`src/rtl/i2c_tgt_pkg.sv`:
```
package i2c_tgt_pkg;
  typedef enum logic [3:0] {
    ST_IDLE,
    ST_ADDR,
    ST_ADDR_ACK,
    ST_PTR,
    ST_PTR_ACK,
    ST_WDATA,
    ST_WDATA_ACK,
    ST_RDATA,
    ST_RACK,
    ST_IGNORE
  } tgt_state_e;
endpackage

```
`src/rtl/i2c_line_sync.sv`:
```
module i2c_line_sync #(
  parameter int SYNC_STAGES = 2
) (
  input  logic clk,
  input  logic rst,
  input  logic scl_i,
  input  logic sda_i,
  output logic scl_s,
  output logic sda_s,
  output logic scl_rise,
  output logic scl_fall,
  output logic start_det,
  output logic stop_det
);
  logic [SYNC_STAGES-1:0] scl_sr, sda_sr;
  logic scl_d, sda_d;

  always_ff @(posedge clk) begin
    if (rst) begin
      scl_sr <= '1;
      sda_sr <= '1;
      scl_d  <= 1'b1;
      sda_d  <= 1'b1;
    end else begin
      scl_sr <= {scl_sr[SYNC_STAGES-2:0], scl_i};
      sda_sr <= {sda_sr[SYNC_STAGES-2:0], sda_i};
      scl_d  <= scl_sr[SYNC_STAGES-1];
      sda_d  <= sda_sr[SYNC_STAGES-1];
    end
  end

  assign scl_s     = scl_sr[SYNC_STAGES-1];
  assign sda_s     = sda_sr[SYNC_STAGES-1];
  assign scl_rise  = scl_s & ~scl_d;
  assign scl_fall  = ~scl_s & scl_d;
  assign start_det = scl_s & scl_d & sda_d & ~sda_s;
  assign stop_det  = scl_s & scl_d & ~sda_d & sda_s;
endmodule

```
`src/rtl/i2c_reg_ptr.sv`:
```
module i2c_reg_ptr #(
  parameter int AW = 8,
  parameter logic [AW-1:0] RESET_VAL = '0
) (
  input  logic          clk,
  input  logic          rst,
  input  logic          ld,
  input  logic [AW-1:0] ld_val,
  input  logic          inc,
  output logic [AW-1:0] ptr
);
  always_ff @(posedge clk) begin
    if (rst)      ptr <= RESET_VAL;
    else if (ld)  ptr <= ld_val;
    else if (inc) ptr <= ptr + AW'(1);
  end
endmodule

```
`src/rtl/i2c_regfile_target.sv`:
```
module i2c_regfile_target
  import i2c_tgt_pkg::*;
#(
  parameter logic [6:0] DEV_ADDR    = 7'h39,
  parameter int         SYNC_STAGES = 2
) (
  input  logic       clk,
  input  logic       rst,
  input  logic       scl_i,
  input  logic       sda_i,
  output logic       sda_oe,
  output logic [7:0] reg_addr,
  output logic [7:0] reg_wdata,
  output logic       reg_we,
  input  logic [7:0] reg_rdata
);
  localparam int BYTE_W = 8;
  localparam int CNT_W  = $clog2(BYTE_W + 1);
  localparam logic [CNT_W-1:0] FULL = CNT_W'(BYTE_W);

  logic scl_s, sda_s, scl_rise, scl_fall, start_det, stop_det;
  tgt_state_e st;
  logic [CNT_W-1:0]  cnt;
  logic [BYTE_W-1:0] sh;
  logic rw, mack, ptr_ld, rd_inc;

  i2c_line_sync #(.SYNC_STAGES(SYNC_STAGES)) u_sync (
    .clk(clk), .rst(rst), .scl_i(scl_i), .sda_i(sda_i),
    .scl_s(scl_s), .sda_s(sda_s), .scl_rise(scl_rise), .scl_fall(scl_fall),
    .start_det(start_det), .stop_det(stop_det)
  );

  i2c_reg_ptr #(.AW(BYTE_W), .RESET_VAL('0)) u_ptr (
    .clk(clk), .rst(rst), .ld(ptr_ld), .ld_val(sh),
    .inc(reg_we | rd_inc), .ptr(reg_addr)
  );

  always_ff @(posedge clk) begin
    if (rst) begin
      st        <= ST_IDLE;
      cnt       <= '0;
      sh        <= '0;
      rw        <= 1'b0;
      mack      <= 1'b1;
      sda_oe    <= 1'b0;
      reg_we    <= 1'b0;
      reg_wdata <= '0;
      ptr_ld    <= 1'b0;
      rd_inc    <= 1'b0;
    end else begin
      reg_we <= 1'b0;
      ptr_ld <= 1'b0;
      rd_inc <= 1'b0;
      if (start_det) begin
        st     <= ST_ADDR;
        cnt    <= '0;
        sda_oe <= 1'b0;
      end else if (stop_det) begin
        st     <= ST_IDLE;
        cnt    <= '0;
        sda_oe <= 1'b0;
      end else begin
        case (st)
          ST_ADDR, ST_PTR, ST_WDATA: begin
            if (scl_rise && cnt != FULL) begin
              sh  <= {sh[BYTE_W-2:0], sda_s};
              cnt <= cnt + CNT_W'(1);
            end else if (scl_fall && cnt == FULL) begin
              cnt <= '0;
              if (st == ST_ADDR) begin
                if (sh[7:1] == DEV_ADDR) begin
                  sda_oe <= 1'b1;
                  rw     <= sh[0];
                  st     <= ST_ADDR_ACK;
                end else begin
                  st <= ST_IGNORE;
                end
              end else if (st == ST_PTR) begin
                sda_oe <= 1'b1;
                ptr_ld <= 1'b1;
                st     <= ST_PTR_ACK;
              end else begin
                sda_oe    <= 1'b1;
                reg_we    <= 1'b1;
                reg_wdata <= sh;
                st        <= ST_WDATA_ACK;
              end
            end
          end
          ST_ADDR_ACK: begin
            if (scl_fall) begin
              if (rw) begin
                sh     <= reg_rdata;
                sda_oe <= ~reg_rdata[BYTE_W-1];
                cnt    <= CNT_W'(1);
                st     <= ST_RDATA;
              end else begin
                sda_oe <= 1'b0;
                st     <= ST_PTR;
              end
            end
          end
          ST_PTR_ACK, ST_WDATA_ACK: begin
            if (scl_fall) begin
              sda_oe <= 1'b0;
              st     <= ST_WDATA;
            end
          end
          ST_RDATA: begin
            if (scl_fall) begin
              if (cnt == FULL) begin
                sda_oe <= 1'b0;
                rd_inc <= 1'b1;
                st     <= ST_RACK;
              end else begin
                sda_oe <= ~sh[BYTE_W-2];
                sh     <= {sh[BYTE_W-2:0], 1'b0};
                cnt    <= cnt + CNT_W'(1);
              end
            end
          end
          ST_RACK: begin
            if (scl_rise) begin
              mack <= sda_s;
            end else if (scl_fall) begin
              if (!mack) begin
                sh     <= reg_rdata;
                sda_oe <= ~reg_rdata[BYTE_W-1];
                cnt    <= CNT_W'(1);
                st     <= ST_RDATA;
              end else begin
                st <= ST_IGNORE;
              end
            end
          end
          default: ;
        endcase
      end
    end
  end
endmodule

```
`config.mk`:
```
export PLATFORM = sky130hd
export DESIGN_NAME = i2c_regfile_target
export DESIGN_NICKNAME = d
export VERILOG_FILES = /design/src/rtl/i2c_tgt_pkg.sv /design/src/rtl/i2c_line_sync.sv /design/src/rtl/i2c_reg_ptr.sv /design/src/rtl/i2c_regfile_target.sv
export SDC_FILE = /design/constraint.sdc
export NUM_CORES = 1
export LEC_CHECK = 0
export ABC_CLOCK_PERIOD_IN_PS = 1950
export BUFFER_PORTS_ARGS = -buffer_cell sky130_fd_sc_hd__buf_2
export CAP_MARGIN = 20
export CELL_PAD_IN_SITES_DETAIL_PLACEMENT = 0
export CELL_PAD_IN_SITES_GLOBAL_PLACEMENT = 2
export CORE_MARGIN = 5
export CORE_UTILIZATION = 33
export CTS_BUF_LIST = sky130_fd_sc_hd__clkbuf_4
export CTS_CLUSTER_SIZE = 16
export DETAILED_ROUTE_END_ITERATION = 8
export MAX_ROUTING_LAYER = met4
export PLACE_DENSITY_LB_ADDON = 0.05
export SETUP_SLACK_MARGIN = 0.05
export SYNTH_ARGS = -nofsm -noshare
export SYNTH_HDL_FRONTEND = slang
export SYNTH_HIERARCHICAL = 1
export SYNTH_SLANG_ARGS = --single-unit
```
`constraint.sdc`:
```
create_clock -name clk -period 1.95 [get_ports clk]
set_clock_uncertainty 0.1 [all_clocks]
set_input_delay 0.0975 -clock clk [delete_from_list [all_inputs] [get_ports clk]]
set_output_delay 0.0975 -clock clk [all_outputs]
set_load 0.02 [all_outputs]
```
# Yosys cells after proc, flatten, opt, wreduce, memory -nomap -nowiden
# Cells that the tools add are included.
[classes]
eq_ne = 33
n_mux = 53
n_reduce_logical = 19
n_addsub = 2
bitwise_logic = 23
[ops]
columns = ["op", "count"]
rows = [
  ["$mux W4", 20],
  ["$mux W8", 10],
  ["$ne A4 B4 Y1 const B", 9],
  ["$pmux W8 S4", 1],
  ["$reduce_and A9 Y1", 3],
  ["$ne A2 B2 Y1 const B", 12],
  ["$pmux W4 S5", 1],
  ["$mux W1", 17],
  ["$eq A4 B3 Y1 const B", 4],
  ["$pmux W4 S4", 1],
  ["$not A1 Y1", 15],
  ["$reduce_and A7 Y1", 2],
  ["$reduce_and A11 Y1", 1],
  ["$reduce_and A10 Y1", 1],
  ["$add A8 B1 Y8 const B", 1],
  ["$eq A4 B2 Y1 const B", 2],
  ["$eq A4 B4 Y1 const B", 2],
  ["$and A1 B1 Y1", 7],
  ["$eq A7 B6 Y1 const B", 1],
  ["$reduce_bool A7 Y1", 1],
  ["$reduce_or A7 Y1", 1],
  ["$ne A3 B3 Y1 const B", 2],
  ["$reduce_or A3 Y1", 2],
  ["$pmux W1 S5", 1],
  ["other kinds (12)", 13],
]
[totals]
out_inout_bits = 18
inputBits = 12
word_cells = 146
ff_bits = 44

# Longest topological paths before layout
# Gate-level depths: netlist of run 1.
[logic_depth]
word_depth = 8
depth_mapped = 8
mapped_depth_nobuf = 7

# By module
# The synthesis of run 1 kept the hierarchy.
[modules_own_cells]
columns = ["mod", "seq_area_each_um2", "cells_each", "area_each_um2", "n_inst"]
rows = [
  ["i2c_regfile_target", 600.6, 200, 1695.4, 1],
  ["i2c_reg_ptr", 160.2, 53, 464.2, 1],
  ["i2c_line_sync", 120.1, 16, 190.2, 1],
]

# Least setup slack after synthesis of run 1
# OpenSTA, ideal clock, no wires.
[synth_path]
path_type = "reg-to-reg"
from = "register cnt[0]"
to = "register sh[6]"
arrival_time_ns = 1.887
path_stages_with_launch = 9
setup_ns = 0.071
n_path_buf = 1
synth_period_minus_slack_ns = 2.057
required_ns = 1.779
path_slack_ns = -0.107
cell_sequence = "dfxtp_1 inv_1 ha_1 and3b_1 a22o_1 a221o_1 buf_6 or3_1 a21oi_1"
[synth_via]
elab_chain_len = 4
elab_cells_between_ends = 6
cone_classes = "eq/ne (4); reduce/logical (2)"
[synth_rtl]
columns = ["element", "line", "source"]
rows = [
  ["start, declared", "i2c_regfile_target.sv:23", "logic [CNT_W-1:0] cnt;"],
  ["start signal, assigned", "i2c_regfile_target.sv:67", "cnt <= cnt + CNT_W'(1);"],
  ["start signal, assigned", "i2c_regfile_target.sv:118", "cnt <= cnt + CNT_W'(1);"],
  ["$ne A4 B4 Y1", "i2c_regfile_target.sv:65", "if (scl_rise && cnt != FULL) begin"],
  ["$logic_and A1 B1 Y1", "i2c_regfile_target.sv:65", ""],
  ["$ne A2 B2 Y1 (no source line)", "--", ""],
  ["$reduce_and A11 Y1 (no source line) *", "--", ""],
  ["end signal, assigned", "i2c_regfile_target.sv:66", "sh <= {sh[BYTE_W-2:0], sda_s};"],
  ["end signal, assigned", "i2c_regfile_target.sv:93", "sh <= reg_rdata;"],
  ["end signal, assigned", "i2c_regfile_target.sv:117", "sh <= {sh[BYTE_W-2:0], 1'b0};"],
  ["end, declared", "i2c_regfile_target.sv:24", "logic [BYTE_W-1:0] sh;"],
]
# Mark *: on every way between the ends. The rest lies on a longest branch, timed or not.
# A chain may end at the register's enable or synchronous reset.

# Worst setup path after layout of run 1
# Ends and elaborated chain as after synthesis.

==> results of run 1 <==
## state kept, by name, indices dropped and copies added, names as in the netlist
| name | count |
|---|---|
| u_sync/scl_d | 1 |
| reg_wdata | 8 |
| rd_inc | 1 |
| u_ptr/ptr | 8 |
| st | 4 |
| u_sync/scl_sr | 2 |
| u_sync/sda_sr | 2 |
| cnt | 4 |
| reg_we | 1 |
| sh | 8 |
| mack | 1 |
| u_sync/sda_d | 1 |
| rw | 1 |
| ptr_ld | 1 |
| sda_oe | 1 |
## per-layer routing
| metal | share of wire | vias to the layer above | global-route usage |
|---|---|---|---|
| met4 | 0.0084 | 0 | 0.0325 |
| li1 | - | 1160 | - |
| met3 | 0.028 | 5 | 0.0263 |
| met1 | 0.52 | 1057 | 0.235 |
| met2 | 0.44 | 43 | 0.225 |
| met5 | 0 | - | - |
## worst max path at each step
stage,start,endpoint,cells after the start
final,cnt[0],sh[6],8
after global routing,cnt[0],sh[1],8
after CTS,cnt[0],sh[2],8
after detailed placement,st[0],sh[2],6
after global placement,st[1],st[0],6
after floorplan,cnt[0],sh[6],8
## layout make-up
type                            count  area (sq um)  share of cell area
Clock buffer                        5          37.5              0.0117
Clock inverter                      3          42.5              0.0132
Inverter                           10          37.5              0.0117
Multi-Input combinational cell    199          1450               0.449
Sequential cell                    44           890               0.276
Tap cell                           96           120              0.0373
Timing Repair Buffer               88           647               0.201
## per-stage QoR
step / cells / area [sq um]
detailed placement: 429 / 2960
finish: 445 / 3220
global route: 445 / 3220
CTS: 441 / 3090
global placement: 429 / 2960
floorplan: 269 / 2390
## cell usage in the layout, fill, tap and decap left out, drive strengths merged, types with 5 or more instances in the layout
master	synthesis	routed
nand2	9	9
or2	10	10
inv	10	10
nand3	11	11
mux2i	19	19
clkbuf	7	5
nand2b	6	6
nor2	20	20
buf	9	84
nor2b	6	6
o211ai	5	5
a21oi	23	23
nor3	7	7
nor3b	6	6
o21ai	11	11
dfxtp	44	44
or3	8	8
## cells by family (layout without fill, tap and decap cells)
group                      Yosys count  count (layout)
AOI/OAI and AO/OA                   67              67
xor gates and xnor gates             5               5
adders and majority gates            3               3
buffers and inverters               26             106
DFF                                 44              44
muxes                               20              20
and+or+nand+nor                    104             104
## worst min-delay path: cells and delay by family
kind	cells	cell delay, ps
muxes	1	110
and+or+nand+nor	1	110
buffers and inverters	1	100
AOI/OAI and AO/OA	1	50
## repair_timing
action                                  CTS  global route
endpoints found under the setup margin   26            27
gates resized for setup                   4            29
buffers inserted                          0             5
hold buffers                              4             0
endpoints found under the hold margin     5             0
pin swaps                                 0             6
## power breakdown
| group | total (mW) | switching (mW) | leakage, nW | internal, mW |
|---|---|---|---|---|
| clock | 0.592 | 0.323 | 0.0428 | 0.269 |
| combinational | 1.65 | 0.789 | 0.921 | 0.860 |
| sequential | 1.09 | 0.106 | 0.359 | 0.982 |
==> metrics.txt, run 1 <==
status=complete, but fails checks; failing checks=setup timing; synth warn=6; CP Max Fanout=20; Final Worst Setup Slack=-94.9 ps; largest family of logic cells by synthesized area=simple AND/OR/NAND/NOR gates; Core Area=about 0.0069 sq mm; Max Clk Rate=about 490 MHz; clock buffer depth=2; Hold Crit Class=input port to flip-flop; Root Buffer=clkbuf_4; period utilisation layout=1.05; Setup CP Type=flip-flop to flip-flop; Synth Area in Simple Gates=0.263; syn_area_per_cell=8.74 sq um; vias in the first global route=~2100; Hold WS=around 44 ps; TNS Setup=-702 ps; Routed WL per cell=between 10 and 15 um; top-count cell post-synth=dfxtp_1; maximum vdd drop=between 0.4 and 0.5 mV; Initial DRC Count=between 70 and 80; DRT Pass-1 Iters=4; DRT antenna net count=0; Ports=30; R2R Path Start=cnt[0]; Worst Path Buf+Inv=2; FF-to-FF End=sh[6]; Max Slew Vio Count=0; leak pwr=around 1.3 nW; first-pass GRT wire length=10800 um; Clock Latency Late Sink=about 360 ps; fill count=710; top_reg_cell synth=dfxtp_1; DP HPWL=about 5000 um; slew at the pin closest to its max-slew limit=around 370 ps; IO Port Bufs=29; Via-to-Cell Ratio=5.09; Pwr Total=~3.3 mW; Hold Path Sink=sh[5]; Final #Nets=about 360; top cells by area, synth=dfxtp_1 37%, mux2i_1 8.1%, a21oi_1 4.9%, nor2_1 3.2%, nand3_1 2.1%; Cell Area, Synth=about 0.0023 sq mm; pre-CTS setup slack=-72.5 ps; Synth Instances=roughly 270; DRC errors left=0; Worst R2R Setup Slack=-90 ps; # clock sinks=44; CP required=2150 ps; # setup viols final=10; GPL Wtd Cong=0.871; Synth area leader=dfxtp_1; Largest stage delay, worst path=between 300 and 400 ps; CP arrival=2250 ps; Final Util=0.469; CP Cell Sequence=inv_2 > ha_4 > and3b_2 > a22o_1 > a221o_1 > buf_12 > or3_4 > a21oi_2; Compound-Gate Fraction of Synth Area=0.187; GRT Residual Overflow=0; crit path time final=2040 ps; largest net degree at the start of global routing=21; Synth cell types=54; hold_sp=reg_rdata[5]; Post-synth EDFFs=0; initial antenna violation count=0; area grow syn2layout=37.0%; Worst setup EP type=flip-flop; CTS tree=yes; Total Routed Length=about 6700 um; share of cells above drive strength 1=0.361; FF-to-FF path depth=8; Die Width=roughly 94 um; Hold Path Stages=4; Slowest cell on crit path=dfxtp_2; post-synthesis sequential area ratio=0.375; row cnt=30; crit-path leading delay family=compound AO/OA/AOI/OAI gates; Synth Area in XOR/XNOR=0.0186; Clk pin slew, worst setup/hold paths=140 ps; RSZ-0062 raised after global routing=yes; Die H=94.4 um; Die ar.=approximately 0.0089 sq mm; CTS buffer count=5; Slew HR=0.750; Setup crit start kind=flip-flop; register bit total from synthesis=44; Synth Area in Adders=0.0160; Synth top area share=0.375; post-synthesis net count=284; initial core utilization=0.342; P per Cell Area=a little over 1000 mW/mm^2; Max Cap Violations=0; ANT cells=0; mux share of post-synthesis cell area=0.0857; via count=approximately 2300; Synth top cells by count=44 x dfxtp_1, 23 x a21oi_1, 20 x nor2_1; async set or reset register ratio after synthesis=0; final hold violation count=0; Total GRT Usage=0.159; htree depth=2
No activity file was read; power rests on OpenSTA's default activity.
==> run 2: changes to the inputs <==
--- a/config.mk
+++ b/config.mk
@@ -6,5 +6,5 @@
 export NUM_CORES = 1
 export LEC_CHECK = 0
-export ABC_CLOCK_PERIOD_IN_PS = 1950
+export ABC_CLOCK_PERIOD_IN_PS = 2000
 export BUFFER_PORTS_ARGS = -buffer_cell sky130_fd_sc_hd__buf_2
 export CAP_MARGIN = 20
@@ -12,7 +12,7 @@
 export CELL_PAD_IN_SITES_GLOBAL_PLACEMENT = 2
 export CORE_MARGIN = 5
-export CORE_UTILIZATION = 33
+export CORE_UTILIZATION = 36
 export CTS_BUF_LIST = sky130_fd_sc_hd__clkbuf_4
-export CTS_CLUSTER_SIZE = 16
+export CTS_CLUSTER_SIZE = 24
 export DETAILED_ROUTE_END_ITERATION = 8
 export MAX_ROUTING_LAYER = met4
==> constraint.sdc (replaced) <==
create_clock -name clk -period 2 [get_ports clk]
set_clock_uncertainty 0.1 [all_clocks]
set_input_delay 0.1 -clock clk [delete_from_list [all_inputs] [get_ports clk]]
set_output_delay 0.1 -clock clk [all_outputs]
set_load 0.01 [all_outputs]
==> run 2 against run 1 <==
  * The flow still finishes with violations (setup timing)
  * Sequential cell count unchanged
  * Hold slack got worse by 2.2 ps
  * Via count decreased by 3.3%
  * First-iteration DRC count increased by 21%
  * Combinational power decreased by 8%
  * Setup slack improved by 22 ps
  * Non-clock buffer count decreased by 12
  * Core utilization increased by 2.2 points
  * Largest cell class unchanged
==> metrics.txt, run 2 (synthesized netlist as in run 1, its figures left out) <==
Total Routed Length=around 6500 um; Worst R2R Setup Slack=-70 ps; slew at the pin closest to its max-slew limit=about 370 ps; Hold Path Stages=4; FF-to-FF path depth=6; P per Cell Area=1010 mW/mm^2; Hold Path Sink=sh[2]; Final Util=0.490; first-pass GRT wire length=10800 um; Initial DRC Count=94; placed inst area=~0.0029 sq mm; Post-Layout Cell Count=~410; fin area=a little over 0.003 sq mm; Routed WL per cell=15.7 um; Hold WS=roughly 41 ps; vias in the first global route=approximately 2100; Die H=90.8 um; Slew HR=0.756; Int Pwr=1.98 mW; Max Clk Rate=slightly below 500 MHz; CTS tree=yes; Setup crit start kind=flip-flop; Final #Nets=351; combinational fraction of design power=0.478; leading registers by flop count=reg_wdata (8), sh (8), u_ptr/ptr (8); CP required=2160 ps; row cnt=29; Clk pin slew, worst setup/hold paths=~150 ps; htree depth=2; Root Buffer=clkbuf_4; Total GRT Usage=0.165; IO Port Bufs=29; Hold Crit Class=input port to flip-flop; Clock Latency Late Sink=360 ps; GPL Wtd Cong=between 0.8 and 0.9; Max Slew Vio Count=0; period utilisation layout=1.04; clock buffer depth=2; failing checks=setup timing; TNS Setup=-565 ps; Ports=30; DRT Pass-1 Iters=4; crit path time final=a little over 2000 ps; initial core utilization=0.370; # clock sinks=44; Clock power frac=0.187; Setup CP Type=flip-flop to flip-flop; Worst setup EP type=flip-flop; via count=~2200; Core Area=roughly 0.0063 sq mm; hold_sp=reg_rdata[2]; Placed Cells=~400; share of cells above drive strength 1=0.332; sequential group share of total power=0.336; GRT Residual Overflow=0; area grow syn2layout=32.5%; RSZ-0062 raised after global routing=yes; status=complete, but fails checks; # setup viols final=10; Max Cap Violations=0; Die ar.=0.00824 sq mm; fill count=~620; final hold violation count=0; CP Max Fanout=20; Die Width=approximately 91 um; sw frac=0.373; most frequent cells in the layout=39 x dfxtp_1, 39 x buf_4, 29 x buf_2, 20 x nor2_1, 19 x mux2i_1; largest net degree at the start of global routing=29; DRT antenna net count=0; DP HPWL=about 4800 um; ANT cells=0; initial antenna violation count=0; CP arrival=between 2000 and 2500 ps; DRC errors left=0; CTS buffer count=5; Net Sw Power=~1.2 mW; Final Worst Setup Slack=-73.4 ps; Via-to-Cell Ratio=about 5.3; leak pwr=around 1.3 nW; maximum vdd drop=~0.49 mV; R2R Path Start=st[0]; FF-to-FF End=cnt[3]
-- run 2: worst max-delay path by stage --
stage	from	to	slack, ps	cells past startpoint
5_1_grt	st[0]	sh[5]	-130	6
3_3_place_gp	cnt[1]	cnt[0]	-40	8
2_1_floorplan	st[0]	sh[7]	50	8
3_5_place_dp	cnt[1]	cnt[0]	-30	8
4_1_cts	cnt[0]	sh[5]	-40	8
6_report	st[0]	cnt[3]	-70	6
-- run 2: area by class of cell --
class                   instances  area (sq um)  area share
flip-flops and latches         44           887       0.285
clock buffers                   5          37.5      0.0121
well taps                      77          96.3      0.0309
inverters                      10          37.5      0.0121
clock inverters                 3          42.5      0.0137
multi-input cells             199          1450       0.467
repair buffers                 76           558       0.179
-- run 2: power by group through the flow --
stage / registers (mW) / clock network (mW) / logic (mW)
final: 1.06 / 0.589 / 1.51
after global routing: 1.07 / 0.649 / 1.64
after CTS: 1.06 / 0.613 / 1.41
after detailed placement: 1.07 / 0 / 1.37
after global placement: 1.08 / 0 / 1.39
after floorplan: 1.03 / 0 / 0.881
-- run 2: what timing repair did --
action,4_1_cts,5_1_grt
pin swaps,0,1
endpoints found under the hold margin,6,0
hold buffers,4,0
buffers inserted,0,1
endpoints found under the setup margin,21,24
resized for setup,6,22
-- run 2: worst max-delay path: stages, from the launching register on --
cell,delay [ps]
dfxtp_1,420
nor4b_4,380
nand3_2,150
a221o_1,360
buf_12,170
o311ai_1,270
o41ai_1,110
-- run 2: stage by stage --
stage	setup WS (ps)	total power [mW]
after global routing	-132	3.36
after floorplan	52.0	1.92
after global placement	-35.8	2.46
final	-73.4	3.16
after CTS	-38.5	3.08
after detailed placement	-28.7	2.45
-- run 2: per-layer routing --
layer,wire length (um),vias up,share of wire,global-route usage
li1,-,1129,-,-
met1,3390,1024,0.52,0.240
met2,2860,35,0.44,0.235
met3,222,2,0.034,0.0308
met4,36,0,0.0055,0.0403
met5,0,-,0,-
